--- src/rtl/hz_pkg.sv ---
package hz_pkg;
    localparam int OPC_W = 7;

    typedef enum logic [1:0] {
        FWD_REG  = 2'd0,
        FWD_ALU  = 2'd1,
        FWD_LOAD = 2'd2
    } fwd_e;

    localparam logic [OPC_W-1:0] OPC_OP     = 7'b0110011;
    localparam logic [OPC_W-1:0] OPC_OPIMM  = 7'b0010011;
    localparam logic [OPC_W-1:0] OPC_LOAD   = 7'b0000011;
    localparam logic [OPC_W-1:0] OPC_STORE  = 7'b0100011;
    localparam logic [OPC_W-1:0] OPC_BRANCH = 7'b1100011;
    localparam logic [OPC_W-1:0] OPC_JAL    = 7'b1101111;
    localparam logic [OPC_W-1:0] OPC_JALR   = 7'b1100111;
endpackage

--- src/rtl/hz_src_decode.sv ---
module hz_src_decode
    import hz_pkg::*;
(
    input  logic [OPC_W-1:0] opcode_i,
    output logic [1:0]       use_o,
    output logic             branch_o,
    output logic             jump_o
);
    always_comb begin
        use_o    = 2'b00;
        branch_o = 1'b0;
        jump_o   = 1'b0;
        case (opcode_i)
            OPC_OP, OPC_STORE:            use_o = 2'b11;
            OPC_BRANCH: begin
                use_o    = 2'b11;
                branch_o = 1'b1;
            end
            OPC_OPIMM, OPC_LOAD:          use_o = 2'b01;
            OPC_JALR: begin
                use_o  = 2'b01;
                jump_o = 1'b1;
            end
            OPC_JAL:                      jump_o = 1'b1;
            default:                      use_o = 2'b00;
        endcase
    end
endmodule

--- src/rtl/hz_operand_fwd.sv ---
module hz_operand_fwd
    import hz_pkg::*;
#(
    parameter int AW = 5
) (
    input  logic          clk,
    input  logic          rst,
    input  logic          use_i,
    input  logic [AW-1:0] rs_i,
    input  logic [AW-1:0] m_rd_i,
    input  logic          m_we_i,
    input  logic          m_load_i,
    input  logic          ldp_i,
    input  logic [AW-1:0] ld_rd_i,
    output fwd_e          sel_o,
    output logic          luse_o
);
    logic live_src, m_hit, p_hit;

    always_comb begin
        live_src = use_i && (rs_i != '0);
        m_hit    = live_src && m_we_i && (m_rd_i == rs_i);
        p_hit    = live_src && ldp_i && (ld_rd_i == rs_i);
        luse_o   = !rst && m_hit && m_load_i;
        if (rst)                    sel_o = FWD_REG;
        else if (m_hit && !m_load_i) sel_o = FWD_ALU;
        else if (p_hit)             sel_o = FWD_LOAD;
        else                        sel_o = FWD_REG;
    end

    // register 0 never bypasses or stalls
    a_r5_zero_src: assert property (@(posedge clk) disable iff (rst)
        (rs_i == '0) |-> (sel_o == FWD_REG && !luse_o));
    // an unread source field has no effect
    a_r4_unused_src: assert property (@(posedge clk) disable iff (rst)
        !use_i |-> (sel_o == FWD_REG && !luse_o));
    // no write, no pending load -> register file
    a_r6_no_write: assert property (@(posedge clk) disable iff (rst)
        (!m_we_i && !ldp_i) |-> (sel_o == FWD_REG && !luse_o));
endmodule

--- src/rtl/pipe_hazard_ctl.sv ---
module pipe_hazard_ctl
    import hz_pkg::*;
#(
    parameter int AW = 5
) (
    input  logic             clk,
    input  logic             rst,
    input  logic [AW-1:0]    x_rs1_i,
    input  logic [AW-1:0]    x_rs2_i,
    input  logic [OPC_W-1:0] x_opcode_i,
    input  logic             x_taken_i,
    input  logic [AW-1:0]    m_rd_i,
    input  logic             m_we_i,
    input  logic             m_load_i,
    output logic [1:0]       fwd_a_o,
    output logic [1:0]       fwd_b_o,
    output logic             stall_o,
    output logic             bubble_o,
    output logic             kill_o,
    output logic             pc_sel_o
);
    localparam int NSRC = 2;

    typedef struct packed {
        logic          ld_pend;
        logic [AW-1:0] ld_rd;
    } state_t;

    state_t state_d, state_q;

    logic [NSRC-1:0]   use_v;
    logic [NSRC-1:0]   luse_v;
    logic [AW-1:0]     rs_v [NSRC];
    fwd_e              sel_v [NSRC];
    logic              is_branch, is_jump, hazard, redirect;

    assign rs_v[0] = x_rs1_i;
    assign rs_v[1] = x_rs2_i;

    hz_src_decode u_dec (
        .opcode_i (x_opcode_i),
        .use_o    (use_v),
        .branch_o (is_branch),
        .jump_o   (is_jump)
    );

    for (genvar g = 0; g < NSRC; g++) begin : g_src
        hz_operand_fwd #(.AW(AW)) u_fwd (
            .clk      (clk),
            .rst      (rst),
            .use_i    (use_v[g]),
            .rs_i     (rs_v[g]),
            .m_rd_i   (m_rd_i),
            .m_we_i   (m_we_i),
            .m_load_i (m_load_i),
            .ldp_i    (state_q.ld_pend),
            .ld_rd_i  (state_q.ld_rd),
            .sel_o    (sel_v[g]),
            .luse_o   (luse_v[g])
        );
    end

    always_comb begin
        hazard   = |luse_v;
        redirect = !rst && !hazard && (is_jump || (is_branch && x_taken_i));
        stall_o  = !rst && hazard;
        bubble_o = rst || stall_o;
        kill_o   = rst || redirect;
        pc_sel_o = redirect;
        fwd_a_o  = sel_v[0];
        fwd_b_o  = sel_v[1];

        state_d         = state_q;
        state_d.ld_pend = stall_o;
        if (stall_o) state_d.ld_rd = m_rd_i;
    end

    always_ff @(posedge clk) begin
        if (rst) state_q <= '0;
        else     state_q <= state_d;
    end

    // a stall is a bubble with no squash and no redirect
    a_r2_stall_shape: assert property (@(posedge clk) disable iff (rst)
        stall_o |-> (bubble_o && !kill_o && !pc_sel_o));
    // stall and redirect are exclusive
    a_r9_exclusive: assert property (@(posedge clk) disable iff (rst)
        !(stall_o && pc_sel_o));
    // a redirect always squashes the fetched instruction
    a_r7_redirect_kills: assert property (@(posedge clk) disable iff (rst)
        pc_sel_o |-> kill_o);
    // jal has no sources, so it always redirects
    a_r8_jal_redirect: assert property (@(posedge clk) disable iff (rst)
        (x_opcode_i == OPC_JAL) |-> pc_sel_o);
    // load-data select only in the cycle after a stall
    a_r3_load_after_stall: assert property (@(posedge clk) disable iff (rst)
        (fwd_a_o == FWD_LOAD || fwd_b_o == FWD_LOAD) |-> $past(stall_o));
    // reset output state
    a_r10_reset_outputs: assert property (@(posedge clk)
        rst |-> (bubble_o && kill_o && !stall_o && !pc_sel_o
                 && fwd_a_o == 2'd0 && fwd_b_o == 2'd0));
endmodule

--- config.mk ---
export PLATFORM = sky130hd
export DESIGN_NAME = pipe_hazard_ctl
export DESIGN_NICKNAME = d
export VERILOG_FILES = /design/src/rtl/hz_pkg.sv /design/src/rtl/hz_src_decode.sv /design/src/rtl/hz_operand_fwd.sv /design/src/rtl/pipe_hazard_ctl.sv
export SDC_FILE = /design/constraint.sdc
export NUM_CORES = 1
export LEC_CHECK = 0
export ABC_AREA = 1
export BUFFER_PORTS_ARGS = -buffer_cell sky130_fd_sc_hd__buf_4
export CAP_MARGIN = 20
export CORE_MARGIN = 8
export CORE_UTILIZATION = 46
export DETAILED_ROUTE_END_ITERATION = 8
export HOLD_SLACK_MARGIN = 0.12
export MAX_ROUTING_LAYER = met4
export PLACE_DENSITY = 0.8
export SYNTH_ARGS = -nofsm -noshare
export SYNTH_HDL_FRONTEND = slang
export SYNTH_HIERARCHICAL = 1
export SYNTH_SLANG_ARGS = --single-unit
--- constraint.sdc ---
create_clock -name clk -period 2.3 [get_ports clk]
set_input_delay 0.575 -clock clk [delete_from_list [all_inputs] [get_ports clk]]
set_output_delay 0.575 -clock clk [all_outputs]
set_load 0.05 [all_outputs]
After elaboration in Yosys (flattened, before gate mapping) --
Cells that the tools add are included.
Cells by class: multiplexer cells 9, equality and inequality tests 11, reductions and logical operators 32
Operator list (count):
- 7-bit equality test (second input constant) | 3
- 5-bit equality test | 4
- 1-bit logical AND | 20
- 7-bit by 6-bit equality test with 1-bit output (second input constant) | 2
- 2-bit 2-to-1 mux | 6
- 5-bit nonzero test | 2
- 7-bit by 2-bit equality test with 1-bit output (second input constant) | 1
- 7-bit by 5-bit equality test with 1-bit output (second input constant) | 1
- 3-bit OR reduction | 2
- 2-bit case mux with 2 select lines | 1
- 2-bit OR reduction | 2
- 1-bit zero test | 3
- 1-bit logical OR | 3
- 1-bit 2-to-1 mux | 2
Word-level totals: output and inout bits 8, word-level logic and storage cells 54, bits in registers 6

Depth between registers and ports, before layout --
Gate-level depths: netlist (run 1).
word-level depth 13, gate-level depth with buffers 13, gate-level depth less buffers 13

Cells and area by module --
The synthesis (run 1) kept the hierarchy.
Modules (own cells, without submodules):
- hz_operand_fwd | area an instance 230.2 um^2, seq. area each 0.0 um^2, cells each 51, times used 2
- pipe_hazard_ctl | area an instance 240.2 um^2, seq. area each 120.1 um^2, cells each 32, times used 1
- hz_src_decode | area an instance 88.8 um^2, seq. area each 0.0 um^2, cells each 20, times used 1

Worst setup path before layout (run 1) --
OpenSTA, ideal clock, no wires.
path type input -> output, start input port x_opcode_i[0], end output port kill_o, setup slack -49 ps, path buffers 0, data arrival time 1774 ps, stages on the path 10, data required time 1725 ps, cell sequence nand2_1 nand3b_1 nand3_1 nand2_1 nor2_2 nand2_1 nor2_1 nor2_4 nand3_1 nand2_1
Between the ends: word-level cells in the longest chain between the ends 13, elaborated cells between the ends (all ways) 30, classes of those cells 7 x eq/ne; 3 x mux; 20 x reduce/logical
RTL lines:
- start: declaration | line pipe_hazard_ctl.sv:10 | input logic [OPC_W-1:0] x_opcode_i,
- 7-bit by 5-bit equality test with 1-bit output (tied with other cells) | line hz_src_decode.sv:13 | case (opcode_i)
- 3-bit OR reduction (no source line)
- 2-bit case mux with 2 select lines * | line hz_src_decode.sv:13
- named net use_v[0] | line pipe_hazard_ctl.sv:31 | logic [NSRC-1:0] use_v;
- 1-bit logical AND * | line hz_operand_fwd.sv:21 | live_src = use_i && (rs_i != '0);
- 1-bit logical AND * (2 in series) | line hz_operand_fwd.sv:22 | m_hit = live_src && m_we_i && (m_rd_i == rs_i);
- 1-bit logical AND * (2 in series) | line hz_operand_fwd.sv:24 | luse_o = !rst && m_hit && m_load_i;
- named net luse_v[0] | line pipe_hazard_ctl.sv:32 | logic [NSRC-1:0] luse_v;
- 2-bit OR reduction * | line pipe_hazard_ctl.sv:64 | hazard = |luse_v;
- 1-bit zero test * | line pipe_hazard_ctl.sv:65 | redirect = !rst && !hazard && (is_jump || (is_branch && x_taken_i));
- 1-bit logical AND * (2 in series) | line pipe_hazard_ctl.sv:65
- 1-bit logical OR * | line pipe_hazard_ctl.sv:68 | kill_o = rst || redirect;
- end: declaration | line pipe_hazard_ctl.sv:19 | output logic kill_o,
The timed path passes the listed nets; every way through them passes the cells marked *.

Worst setup path after layout (run 1) --
start input port x_opcode_i[2], end output port kill_o
The elaborated chain is that of the path after synthesis.

==> flow_metrics.env, run 1 <==
export IMPL_status="complete, but fails checks"
export IMPL_violations="setup timing"
export IMPL_drc=0
export IMPL_maxSlewViolCount=0
export IMPL_ys_types=15
export IMPL_total_power_mw=0.350
export IMPL_tritoncts="yes"
export IMPL_fp_coreArea_um2=1670
export IMPL_peakVddDrop_v=0.000213
export IMPL_timing_rr_end="state_q[1]"
export IMPL_end_kind="output pin"
export IMPL_area_delta_synth_final_pct=69.4
export IMPL_wl_mm=2.64
export IMPL_cts_root_buf="clkbuf_4"
export IMPL_synth_top_area_share_pct=24.7
export IMPL_grt_total_usage_pct=15.5
export IMPL_via_per_inst=4.94
export IMPL_skew_ns=0
export IMPL_globalRouteMet3Util_pct=3.36
export IMPL_die_area_um2=3300
export IMPL_final_util_pct=80.1
export IMPL_die_w_um=57.4
export IMPL_synth_nets=181
export IMPL_reg2regPathDepth=2
export IMPL_maxCapViolCount=0
export IMPL_arrival_ns=1.81
export IMPL_io_pins=35
export IMPL_grt_antenna_before_repair=0
export IMPL_hpwlAfterDp_mm=2.04
export IMPL_cts_sinks=6
export IMPL_grt_ovfl_total=0
export IMPL_critPathMaxFanout=5
export IMPL_synth_ff_type="dfxtp_1"
export IMPL_ys_ff_latch=6
export IMPL_synth_commonest_cells="52 x nand2_1, 27 x nor2_1, 21 x inv_1, 13 x nand3_1, 7 x nor2_2"
export IMPL_fill_cells=129
export IMPL_tightest_slew_ns=0.271
export IMPL_relSlewSlack_pct=81.9
export IMPL_cts_clk_slew_worst_paths_ns=0.04
export IMPL_finalCritPeriodShare_pct=104
export IMPL_p_seq_share_pct=29.9
export IMPL_num_vias=1116
export IMPL_syn_avg_cell_area_um2=5.13
export IMPL_nNetsFinal=238
export IMPL_r2r_start="state_q[1]"
export IMPL_cpPeakStageDelay_ns=0.16
export IMPL_synth_top_area_cell="nand2_1"
export IMPL_gr_usage_met2_pct=29.7
export IMPL_clock_path_buffers=2
export IMPL_antenna_cells=0
export IMPL_clk_latency_ns=0.24
export IMPL_crit_start="x_opcode_i[2]"
export IMPL_top_usage_layer="met2"
export IMPL_num_rows=15
export IMPL_critical_path_slowest_cell="buf_8"
export IMPL_p_int_mw=0.236
export IMPL_power_density_nw_per_um2=261
export IMPL_synth_edf_count=0
export IMPL_rsz0062_at_grt="yes"
export IMPL_power_share_switching_pct=32.5
export IMPL_netlist_instances=154
export IMPL_final_antenna_net_count=0
export IMPL_largest_register_ffs=6
export IMPL_top_regs="state_q (6)"
export IMPL_async_flop_share_pct=0
export IMPL_die_height_um=57.4
export IMPL_seq_area_frac_synth_pct=15.2
export IMPL_drt_iter0_drc=35
export IMPL_routedWlPerCell_um=11.7
export IMPL_r2r_slack_ns=1.68
export IMPL_hold_path_class="reg -> reg"
export IMPL_initial_core_util_pct=47.3
export IMPL_hold_violations=0
export IMPL_use_met1_pct=14.3
export IMPL_required_ns=1.73
export IMPL_start_kind="input port"
export IMPL_power_switching_mw=0.114
export IMPL_crit_path_end="kill_o"
export IMPL_setup_slack_ns=-0.0835
export IMPL_grt_max_degree=9
export IMPL_drt_pass1_iterations=4
export IMPL_power_leakage_nw=0.722
export IMPL_p_comb_share_pct=42.8
export IMPL_htree_num_levels=1
export IMPL_clockPowerShare_pct=27.3
export IMPL_fmax_mhz=420
export IMPL_synth_most_common_cell="nand2_1"
export IMPL_grt_pass1_wl_mm=4.10
export IMPL_gp_congestion=0.855
export IMPL_cp_cell_sequence="buf_8 > buf_6 > nor2_2 > nand3b_1 > nand3_2 > nand2_2 > nor2_4 > nand2_2 > nor2_4 > nor2_4 > nand3_2 > nand2_2 > buf_8"
export IMPL_layout_drive_gt1_share_pct=43.1
export IMPL_grt_pass1_vias=1063
export IMPL_cts_buffers=3
export IMPL_fin_crit_ns=2.38
export IMPL_netlist_top_cells_area="nand2_1 25%, dfxtp_1 15%, nor2_1 13%"
export IMPL_io_buffers=34
export IMPL_largest_register="state_q"
export IMPL_syn_area_um2=790
export IMPL_path_class="in -> out"
export IMPL_finalSetupViolCount=4
export IMPL_ys_warn_count=6
[what timing repair did]
item,in CTS,in global routing
setup buffers,6,0
endpoints found under the hold margin,0,0
gates resized for setup,17,18
hold buffers,0,0
setup endpoints to repair,6,8
pin swaps,10,12
[per-layer routing]
layer  part of all wire [%]  routed length [µm]
met2                     55                1450
met4                    1.1                  29
met5                      0                   0
met3                    6.3                 167
met1                     38                 999
[cells by family (layout without fill, tap and decap cells)]
group | after synthesis | after routing | synth area share, %
XOR/XNOR | 6 | 6 | 6.66
flip-flops | 6 | 6 | 15.2
buffers and inverters | 27 | 82 | 12.8
AND/OR/NAND/NOR | 108 | 108 | 60.5
AO/OA/AOI/OAI | 7 | 7 | 4.75
[worst max-delay path, delay by kind of cell]
kind	cells	cell delay (ns)
buffers and inverters	3	0.37
and+or+nand+nor	10	0.85
[power groups by stage]
stage	Sequential [mW]	Combinational, mW	Clock (mW)
floorplan	0.106	0.0547	0
global placement	0.106	0.127	0
detailed placement	0.106	0.131	0
CTS	0.104	0.140	0.0957
global route	0.104	0.162	0.104
finish	0.104	0.150	0.0955
[per-stage QoR]
step / hold WS [ns] / worst slack, ns / std cells / area, µm² / TNS [ns]
floorplan: 0.461 / -0.0175 / 154 / 792 / -0.0269
global placement: 0.485 / -0.231 / 218 / 1170 / -0.827
detailed placement: 0.492 / -0.279 / 218 / 1170 / -1.05
CTS: 0.497 / -0.127 / 226 / 1280 / -0.420
global route: 0.525 / -0.164 / 226 / 1340 / -0.659
finish: 0.499 / -0.0835 / 226 / 1340 / -0.219
[cells in the final DEF, fill, tap and decap left out, types with 4 or more instances in the layout]
master   count
buf_4       41
buf_6        9
dfxtp_1      6
inv_1       18
inv_2        7
nand2_1     45
nand2_2      8
nand3_1     11
nor2_1      23
nor2_2       9
nor2_4       4
o21ai_0      6
xor2_1       6
[worst min-delay path by stage]
stage | from | to | slack (ns) | cells after the start
global placement | state_q[0] | state_q[0] | 0.48 | 2
floorplan | state_q[0] | state_q[0] | 0.46 | 2
finish | state_q[0] | state_q[0] | 0.50 | 2
detailed placement | state_q[0] | state_q[0] | 0.49 | 2
CTS | state_q[0] | state_q[0] | 0.50 | 2
global route | state_q[0] | state_q[0] | 0.53 | 2
[final cells by class]
type / count / area (µm²) / share of cell area [%]
Sequential cell: 6 / 120 / 8.98
Inverter: 27 / 106 / 7.95
Tap cell: 17 / 21.3 / 1.59
Timing Repair Buffer: 52 / 439 / 32.8
Multi-Input combinational cell: 121 / 628 / 47.0
Clock buffer: 3 / 22.5 / 1.68
No activity file was read; power rests on OpenSTA's default activity.
==> run 2: changes to the inputs <==
Settings changed: CORE_UTILIZATION 46 to 48, CTS_BUF_LIST set to sky130_fd_sc_hd__clkbuf_8, PLACE_DENSITY 0.8 to 0.83.
==> run 2 against run 1 <==
Compared with the run above: hold slack gained 0.035 ns; global-route usage grew 2.8 points; first-iteration DRC count grew 23%; utilization grew 7.0 points; die area shrank 3.0%; largest cell class unchanged; combinational power is essentially flat; routed wire length grew 15%; cell area shrank 0.75%; clock-buffer cell count is the same; the flow still finishes with violations (setup timing); critical path depth grew 1; highest routed layer unchanged; maximum frequency shrank 3.4%; critical endpoint unchanged; cell count shrank 1.8%.
==> flow_metrics.env, run 2 (same netlist as run 1, synthesis figures left out) <==
export IMPL_hold_end="state_q[0]"
export IMPL_io_buffers=34
export IMPL_fp_coreArea_um2=1520
export IMPL_grt_pass1_vias=1109
export IMPL_total_power_mw=0.418
export IMPL_grt_pass1_wl_mm=4.84
export IMPL_required_ns=1.73
export IMPL_initial_core_util_pct=51.8
export IMPL_min_from="state_q[0]"
export IMPL_end_kind="output pin"
export IMPL_final_antenna_net_count=0
export IMPL_p_int_mw=0.288
export IMPL_layout_cells_most_common="nand2_1"
export IMPL_critPathMaxFanout=4
export IMPL_grt_total_usage_pct=18.4
export IMPL_finalSetupViolCount=5
export IMPL_power_leakage_nw=0.710
export IMPL_grt_antenna_before_repair=0
export IMPL_nNetsFinal=235
export IMPL_timing_rr_end="state_q[4]"
export IMPL_die_w_um=56.6
export IMPL_placed_area_um2=1160
export IMPL_power_switching_mw=0.129
export IMPL_top_regs="state_q (6)"
export IMPL_htree_num_levels=1
export IMPL_clockPowerShare_pct=39.2
export IMPL_layout_common_cells="45 x nand2_1, 38 x buf_4, 22 x nor2_1, 17 x inv_1"
export IMPL_hold_violations=0
export IMPL_reg2regPathDepth=2
export IMPL_start_kind="input port"
export IMPL_layout_cells_non_filler=222
export IMPL_num_vias=1164
export IMPL_setup_slack_ns=-0.166
export IMPL_tritoncts="yes"
export IMPL_r2r_slack_ns=1.66
export IMPL_holdPathStages=2
export IMPL_path_class="in -> out"
export IMPL_hpwlAfterDp_mm=2.16
export IMPL_area_delta_synth_final_pct=68.1
export IMPL_fmax_mhz=405
export IMPL_peakVddDrop_v=0.000375
export IMPL_finalCritPeriodShare_pct=107
export IMPL_drt_iter0_drc=43
export IMPL_largest_register_ffs=6
export IMPL_fin_area_um2=1330
export IMPL_die_area_um2=3200
export IMPL_maxSlewViolCount=0
export IMPL_place_inst=216
export IMPL_layout_drive_gt1_share_pct=44.2
export IMPL_cts_root_buf="clkbuf_8"
export IMPL_drc=0
export IMPL_cts_buffers=3
export IMPL_wl_mm=3.03
export IMPL_violations="setup timing"
export IMPL_skew_ns=0
export IMPL_p_seq_share_pct=25.1
export IMPL_power_density_nw_per_um2=315
export IMPL_hold_path_class="reg -> reg"
export IMPL_final_util_pct=87.1
export IMPL_relSlewSlack_pct=80.2
export IMPL_status="complete, but fails checks"
export IMPL_grt_max_degree=9
export IMPL_p_comb_share_pct=35.7
export IMPL_die_height_um=56.6
export IMPL_clock_path_buffers=2
export IMPL_num_rows=14
export IMPL_r2r_start="state_q[4]"
export IMPL_via_per_inst=5.24
export IMPL_cts_sinks=6
export IMPL_antenna_cells=0
export IMPL_drt_pass1_iterations=4
export IMPL_arrival_ns=1.89
export IMPL_maxCapViolCount=0
export IMPL_rsz0062_at_grt="yes"
export IMPL_ctsHoldBuffers=0
export IMPL_gp_congestion=0.790
export IMPL_tightest_slew_ns=0.297
export IMPL_largest_register="state_q"
export IMPL_grt_ovfl_total=0
export IMPL_io_pins=35
export IMPL_power_share_switching_pct=30.9
export IMPL_cts_clk_slew_worst_paths_ns=0.04
export IMPL_clk_latency_ns=0.23
export IMPL_routedWlPerCell_um=13.7
export IMPL_fin_crit_ns=2.47
## run 2: cell count changes in the layout (fill, tap and decap cells not counted), moves of 2 or more
cell,delta
buf_4,-3
clkbuf_4,-3
clkbuf_8,+3
inv_2,+2
nor2_2,+2
## run 2: area by class of cell
class                   count  area [µm²]
flip-flops and latches      6         120
fillers                    88         196
inverters                  27         104
well taps                  16        20.0
repair buffers             49         420
clock buffers               3        41.3
multi-input cells         121         622
## run 2: what timing repair did
| action | 4_1_cts | 5_1_grt |
|---|---|---|
| buffers inserted | 3 | 0 |
| resized for setup | 20 | 16 |
| endpoints found under the setup margin | 6 | 8 |
| pin swaps | 9 | 12 |
## run 2: power groups by stage
stage	clock network, mW	registers (mW)	logic [mW]
2_1_floorplan	0	0.106	0.0547
3_3_place_gp	0	0.106	0.123
3_5_place_dp	0	0.106	0.127
4_1_cts	0.161	0.105	0.141
5_1_grt	0.170	0.105	0.162
6_report	0.164	0.105	0.149
## run 2: critical path, cell delays in order
cell	delay [ns]
buf_6	0.08
buf_6	0.10
nand2_2	0.06
nor2_2	0.12
nand2_1	0.07
nand3_2	0.07
nand2_2	0.06
nor2_2	0.13
nand2_1	0.08
nor2_2	0.15
nor2_4	0.07
nand3_2	0.09
nand2_2	0.06
buf_8	0.16
## run 2: layer usage
layer,wire [µm],track usage (%),share of wire (%),up-vias
li1,-,-,-,572
met1,1220,20.2,40,519
met2,1490,30.9,49,60
met3,225,4.49,7.4,13
met4,104,7.22,3.4,0
met5,0,-,0,-
## run 2: through the flow
stage	worst slack (ns)	hold slack, ns	TNS [ns]
after floorplan	-0.0175	0.461	-0.0269
after global placement	-0.177	0.495	-0.568
after detailed placement	-0.269	0.504	-0.916
after CTS	-0.110	0.512	-0.322
after global routing	-0.232	0.551	-0.873
final	-0.166	0.533	-0.529
## run 2: worst max path at each step
stage | start | to | depth (start not counted)
final | x_opcode_i[2] | kill_o | 14
after global routing | x_opcode_i[2] | kill_o | 14
after CTS | x_opcode_i[3] | kill_o | 14
after detailed placement | x_opcode_i[2] | kill_o | 13
after global placement | x_opcode_i[2] | kill_o | 13
after floorplan | x_opcode_i[0] | pc_sel_o | 10
